**config.mk**
```make
export PLATFORM = sky130hd
export DESIGN_NAME = irq_prio_ctrl
export DESIGN_NICKNAME = d
export VERILOG_FILES = /design/src/rtl/irq_pkg.sv /design/src/rtl/irq_prio_arb.sv /design/src/rtl/irq_isr_stack.sv /design/src/rtl/irq_prio_ctrl.sv
export SDC_FILE = /design/constraint.sdc
export NUM_CORES = 1
export LEC_CHECK = 0
export BUFFER_PORTS_ARGS = -buffer_cell sky130_fd_sc_hd__buf_4
export CAP_MARGIN = 10
export CORE_ASPECT_RATIO = 1.1
export CORE_MARGIN = 8
export CORE_UTILIZATION = 45
export CTS_CLUSTER_DIAMETER = 200
export DETAILED_ROUTE_END_ITERATION = 10
export PLACE_DENSITY = 0.8
export SKIP_CTS_REPAIR_TIMING = 1
export SLEW_MARGIN = 15
export SYNTH_ARGS = -nofsm -noshare
export SYNTH_HDL_FRONTEND = slang
export SYNTH_HIERARCHICAL = 1
export SYNTH_SLANG_ARGS = --single-unit
export TNS_END_PERCENT = 10
```
**constraint.sdc**
```tcl
create_clock -name clk -period 2.5 [get_ports clk]
set_clock_uncertainty 0.1 [all_clocks]
set_input_delay 0 -clock clk [delete_from_list [all_inputs] [get_ports clk]]
set_output_delay 0 -clock clk [all_outputs]
set_load 0.02 [all_outputs]
```
**src/rtl/irq_pkg.sv**
```systemverilog
package irq_pkg;
  localparam int LVL_W = 2;
  localparam int N_LVL = 1 << LVL_W;
  typedef logic [LVL_W-1:0] lvl_t;
endpackage

```
**src/rtl/irq_prio_arb.sv**
```systemverilog
module irq_prio_arb
  import irq_pkg::*;
#(
  parameter int N_SRC = 12,
  parameter int IDX_W = $clog2(N_SRC)
) (
  input  logic [N_SRC-1:0] pend_i,
  input  logic [N_SRC-1:0] plo_i,
  input  logic [N_SRC-1:0] phi_i,
  output logic             win_vld_o,
  output logic [IDX_W-1:0] win_idx_o,
  output lvl_t             win_lvl_o
);
  logic [N_LVL-1:0]            lvl_any;
  logic [N_LVL-1:0][IDX_W-1:0] lvl_idx;

  for (genvar g = 0; g < N_LVL; g++) begin : g_lvl
    logic [N_SRC-1:0] hit;
    logic [IDX_W-1:0] first;
    always_comb begin
      hit = '0;
      for (int i = 0; i < N_SRC; i++)
        hit[i] = pend_i[i] && ({phi_i[i], plo_i[i]} == lvl_t'(g));
    end
    always_comb begin
      first = '0;
      for (int i = N_SRC-1; i >= 0; i--)
        if (hit[i]) first = IDX_W'(i);
    end
    assign lvl_any[g] = |hit;
    assign lvl_idx[g] = first;
  end

  always_comb begin
    win_vld_o = |lvl_any;
    win_lvl_o = '0;
    win_idx_o = lvl_idx[0];
    for (int l = 0; l < N_LVL; l++) begin
      if (lvl_any[l]) begin
        win_lvl_o = lvl_t'(l);
        win_idx_o = lvl_idx[l];
      end
    end
  end

  // no pending source outranks the chosen winner
  always_comb begin
    if (win_vld_o) begin
      for (int i = 0; i < N_SRC; i++) begin
        if (pend_i[i]) begin
          assert_lvl_order_R3: assert ({phi_i[i], plo_i[i]} <= win_lvl_o);
          assert_idx_order_R4: assert (({phi_i[i], plo_i[i]} != win_lvl_o) ||
                                       (IDX_W'(i) >= win_idx_o));
        end
      end
    end
  end
endmodule

```
**src/rtl/irq_isr_stack.sv**
```systemverilog
module irq_isr_stack
  import irq_pkg::*;
(
  input  logic             clk,
  input  logic             rst_n,
  input  logic             push_i,
  input  lvl_t             push_lvl_i,
  input  logic             pop_i,
  output logic [N_LVL-1:0] isr_o,
  output logic             top_any_o,
  output lvl_t             top_lvl_o
);
  logic [N_LVL-1:0] isr_q, isr_d;

  always_comb begin
    top_any_o = |isr_q;
    top_lvl_o = '0;
    for (int l = 0; l < N_LVL; l++)
      if (isr_q[l]) top_lvl_o = lvl_t'(l);
  end

  always_comb begin
    isr_d = isr_q;
    if (pop_i && top_any_o) isr_d[top_lvl_o] = 1'b0;
    if (push_i)             isr_d[push_lvl_i] = 1'b1;
  end

  always_ff @(posedge clk or negedge rst_n) begin
    if (!rst_n) isr_q <= '0;
    else if (push_i || pop_i) isr_q <= isr_d;
  end

  assign isr_o = isr_q;

  assert_push_sets_R8: assert property (@(posedge clk) disable iff (!rst_n)
    push_i |=> isr_q[$past(push_lvl_i)]);
  assert_pop_drops_one_R8: assert property (@(posedge clk) disable iff (!rst_n)
    (pop_i && !push_i && (|isr_q)) |=> ($countones(isr_q) == $past($countones(isr_q)) - 1));
  assert_no_push_on_pop_R6: assert property (@(posedge clk) disable iff (!rst_n)
    !(push_i && pop_i));
endmodule

```
**src/rtl/irq_prio_ctrl.sv**
```systemverilog
module irq_prio_ctrl
  import irq_pkg::*;
#(
  parameter int               N_SRC    = 12,
  parameter int               ADDR_W   = 16,
  parameter logic [N_SRC-1:0] TMR_MASK = 12'h00A,
  parameter logic [N_SRC-1:0] EXT_MASK = 12'h005,
  localparam int              IDX_W    = $clog2(N_SRC)
) (
  input  logic              clk,
  input  logic              rst_n,
  input  logic              mc_tick_i,
  input  logic              last_cyc_i,
  input  logic              is_reti_i,
  input  logic              wr_ctrl_i,
  input  logic [N_SRC-1:0]  flag_i,
  input  logic [N_SRC-1:0]  en_i,
  input  logic              ea_i,
  input  logic [N_SRC-1:0]  prio_lo_i,
  input  logic [N_SRC-1:0]  prio_hi_i,
  input  logic [N_SRC-1:0]  edge_mode_i,
  output logic              req_o,
  output logic [IDX_W-1:0]  idx_o,
  output logic [ADDR_W-1:0] vec_addr_o,
  output logic [N_SRC-1:0]  hwclr_o,
  output logic [N_LVL-1:0]  insvc_o
);
  logic [N_SRC-1:0] pend;
  logic             win_vld, top_any, poll_ok, fire, pop;
  logic [IDX_W-1:0] win_idx;
  lvl_t             win_lvl, top_lvl;

  logic             req_q, req_d;
  logic [IDX_W-1:0] idx_q, idx_d;
  logic [N_SRC-1:0] clr_q, clr_d;

  assign pend = flag_i & en_i & {N_SRC{ea_i}};

  irq_prio_arb #(.N_SRC(N_SRC), .IDX_W(IDX_W)) u_arb (
    .pend_i(pend), .plo_i(prio_lo_i), .phi_i(prio_hi_i),
    .win_vld_o(win_vld), .win_idx_o(win_idx), .win_lvl_o(win_lvl)
  );

  assign poll_ok = mc_tick_i && last_cyc_i && !is_reti_i && !wr_ctrl_i;
  assign fire    = poll_ok && win_vld && (!top_any || (win_lvl > top_lvl));
  assign pop     = mc_tick_i && last_cyc_i && is_reti_i;

  irq_isr_stack u_isr (
    .clk(clk), .rst_n(rst_n),
    .push_i(fire), .push_lvl_i(win_lvl), .pop_i(pop),
    .isr_o(insvc_o), .top_any_o(top_any), .top_lvl_o(top_lvl)
  );

  always_comb begin
    req_d = fire;
    idx_d = idx_q;
    clr_d = '0;
    if (fire) begin
      idx_d = win_idx;
      clr_d = (N_SRC'(1) << win_idx) & (TMR_MASK | (EXT_MASK & edge_mode_i));
    end
  end

  always_ff @(posedge clk or negedge rst_n) begin
    if (!rst_n) begin
      req_q <= 1'b0;
      idx_q <= '0;
      clr_q <= '0;
    end else begin
      req_q <= req_d;
      clr_q <= clr_d;
      if (fire) idx_q <= idx_d;
    end
  end

  assign req_o      = req_q;
  assign idx_o      = idx_q;
  assign hwclr_o    = clr_q;
  assign vec_addr_o = {{(ADDR_W-IDX_W-3){1'b0}}, idx_q, 3'b011};

  assert_gate_R5: assert property (@(posedge clk) disable iff (!rst_n)
    req_o |-> $past(mc_tick_i && last_cyc_i));
  assert_block_R6: assert property (@(posedge clk) disable iff (!rst_n)
    req_o |-> $past(!is_reti_i && !wr_ctrl_i));
  assert_master_R2: assert property (@(posedge clk) disable iff (!rst_n)
    req_o |-> $past(ea_i));
  assert_clr_onehot_R9: assert property (@(posedge clk) disable iff (!rst_n)
    $onehot0(hwclr_o) && ((hwclr_o & ~(TMR_MASK | EXT_MASK)) == '0));
  assert_clr_with_req_R9: assert property (@(posedge clk) disable iff (!rst_n)
    (|hwclr_o) |-> req_o);
endmodule

```
==> summary.md <==
| Metric | Value |
|---|---|
| Status | finished clean |
| Vias | 2237 |
| First-pass GRT wire length | 10600 um |
| Initial antenna violation count | 0 |
| Critical path peak fanout | 7 |
| Min-Delay Path Class | primary input to flip-flop |
| Max_cap viols | 0 |
| CTS tree | yes |
| Min Tclk post-route | 2.485 ns |
| Fraction of layout cells with a size suffix above 1 | 44.79% |
| CTS buffer count | 3 |
| RSZ-0062 raised after global routing | true |
| CTS Root Cell | clkbuf_8 |
| Ys Warns | 6 |
| Measured slew at the worst slew-check pin | 0.5538 ns |
| Die ar. | 6381 um2 |
| Initial Utilization | 46.66% |
| # diodes | 0 |
| Crit path capture type | flip-flop |
| # rows | 24 |
| TritonRoute pass-1 iters | 4 |
| Die X | 76.90 um |
| # port buffers | 73 |
| Asr flop ratio synth | 100.0% |
| Drt initial violations | 167 |
| Unique masters post-synth | 55 |
| Dpl cell area | 2681 um2 |
| Routed WL per cell | 16.66 um |
| Total GRT Usage | 19.60% |
| Mapped cell area | 1836 um2 |
| Largest net degree at the start of global routing | 14 |
| P&R area growth vs syn | 55.90% |
| Critical path launch point type | primary input |
| H-tree levels | 1 |
| Fill count | 314 |
| Post-synth top flop | dfrtp_1 |
| Synth area leader | dfrtp_1 |
| Peak Freq | 402.4 MHz |
| Max VDD drop | 240.7 uV |
| Leakage | 1.448 nW |
| Largest cells by area after synthesis | dfrtp_1, buf_4, nand3b_1 |
| GP Congestion | 1.010 |
| Power Dens Cells | 418.6 nW/um2 |
| Post-route setup slack | 0.01502 ns |
| Register area share after synthesis | 17.72% |
| Worst slack at placement | -0.2821 ns |
| DR vias/cell | 5.496 |
| Post-synth top cells | buf_4, nand2_1, nand3b_1 |
| Synth top area share | 17.72% |
| Clock sinks | 13 |
| ANT nets after route | 0 |
| Total wire length | 6781 um |
| Vias in the first global route | 2317 |
| Relative slew slack | 62.74% |
| Clock Tree Buf Depth | 2 |
| Num ports | 104 |
| Worst skew pair latency | 0.23 ns |
| Most numerous cell in the Yosys netlist | buf_4 |
| Die Span Y | 82.99 um |
| Arrival @ worst endpoint | 2.52 ns |
| Final Hold Fails | 0 |
| FF+latch count, synth | 13 |
| Period utilization | 99.40% |
| Nets | 425 |
| DRC Markers | 0 |
| Final Max Tran Viols | 0 |
| Crit path required time | 2.54 ns |
| Congestion Overflow GR | 0 |
| Final setup viols | 0 |
| Number of synthesized flops with an enable pin | 0 |
| Sum Neg Setup Slack | 0 ns |
| CORE AREA | 3934 um2 |
| Clock transition at path regs | 0.05 ns |
| Post-layout util | 72.74% |
| Critical path type | primary input to flip-flop |
| Final instance area | 2861 um2 |
| Post-DP HPWL | 5765 um |
| Post-synthesis cell count | 236 |
| Syn_area_per_cell | 7.778 um2 |
[sequential cells by signal (all words and copies together) (netlist names)]
signal,cells
hwclr_o,4
req_o,1
idx_o,4
u_isr/isr_o,4
[report_power, final]
group	internal [W]	total, W	switching [W]
combinational	0.000356	0.000721	0.000365
sequential	0.000252	0.000293	0.0000402
clock	0.000112	0.000184	0.0000719
[cells by family (layout without fill, tap and decap cells)]
group	count (synthesis)	after routing	synth area share [%]
AOI/OAI and AO/OA	48	48	20.31
adders and majority gates	2	2	1.363
buffers and inverters	33	134	11.66
DFF	13	13	17.72
muxes	4	4	3.272
other	2	20	0.4092
and+or+nand+nor	134	134	45.26
[cells in the final DEF, fill, tap and decap left out, drive strengths merged, types with 2 or more instances in the layout]
cell type	netlist	final
nor4	3	3
ha	2	2
nand4	3	3
o21ai	14	14
mux2	4	4
nor3	7	7
a41oi	3	3
or3	3	3
o21ba	2	2
o211ai	2	2
o2bb2ai	2	2
conb	2	20
dfrtp	13	13
and4	3	3
and3b	5	5
o311ai	2	2
nor2b	3	3
or3b	4	4
dlygate4sd3	0	3
clkbuf	1	4
a21oi	4	4
nand3	18	18
nand3b	19	19
a31oi	5	5
nand2	22	22
and3	17	17
nor3b	10	10
a31o	2	2
o22ai	3	3
inv	8	8
nor2	9	9
nand2b	3	3
buf	24	119
[metal layers]
metal	vias to the layer above	share of wire, %	track usage (%)
met5	-	0	0
met4	0	2.0	5.604
met3	12	6.6	3.987
met2	103	52	36.74
met1	1022	39	21.29
li1	1100	-	-
[path summary, 6_finish.rpt]
check | start | endpoint | slack, ns | depth (start not counted)
worst max-delay path | flag_i[6] | u_isr/isr_o[0] | 0.02 | 14
worst min-delay path | is_reti_i | req_o | 0.03 | 3
worst max register to register | u_isr/isr_o[3] | u_isr/isr_o[0] | 0.49 | 9
worst min register to register | idx_o[1] | idx_o[1] | 0.45 | 1
max in group asynchronous | rst_n | req_o | 2.10 | 2
min in group asynchronous | rst_n | idx_o[0] | 0.04 | 2
[metrics by stage]
step	power (W)	cells	hold WS, ns
global placement	0.0009465	398	-0.2526
floorplan	0.0007098	254	-0.3956
finish	0.001198	407	0.03347
global route	0.001269	407	0.03370
detailed placement	0.0009611	398	-0.2502
CTS	0.001148	402	-0.5111
[critical path: stages]
cell and delay [ns]:
buf_4 0.11, and3_4 0.18, nand3b_1 0.11, nand4_1 0.18, nor3_2 0.24, nand3_1 0.14
or3_4 0.37, ha_4 0.28, nor2b_4 0.13, o21ai_2 0.06, a211o_4 0.38, inv_4 0.10
inv_1 0.06, o32ai_2 0.19
[final cells by class]
class / count / area (um2) / share of cell area [%]
timing repair buffer: 122 / 947.2 / 33.10
clock buffer: 4 / 45.04 / 1.574
inverter: 8 / 32.53 / 1.137
sequential: 13 / 325.3 / 11.37
tap: 52 / 65.06 / 2.274
multi-input combinational: 208 / 1446 / 50.55
Note: power is estimated with default switching activity, not from simulation.
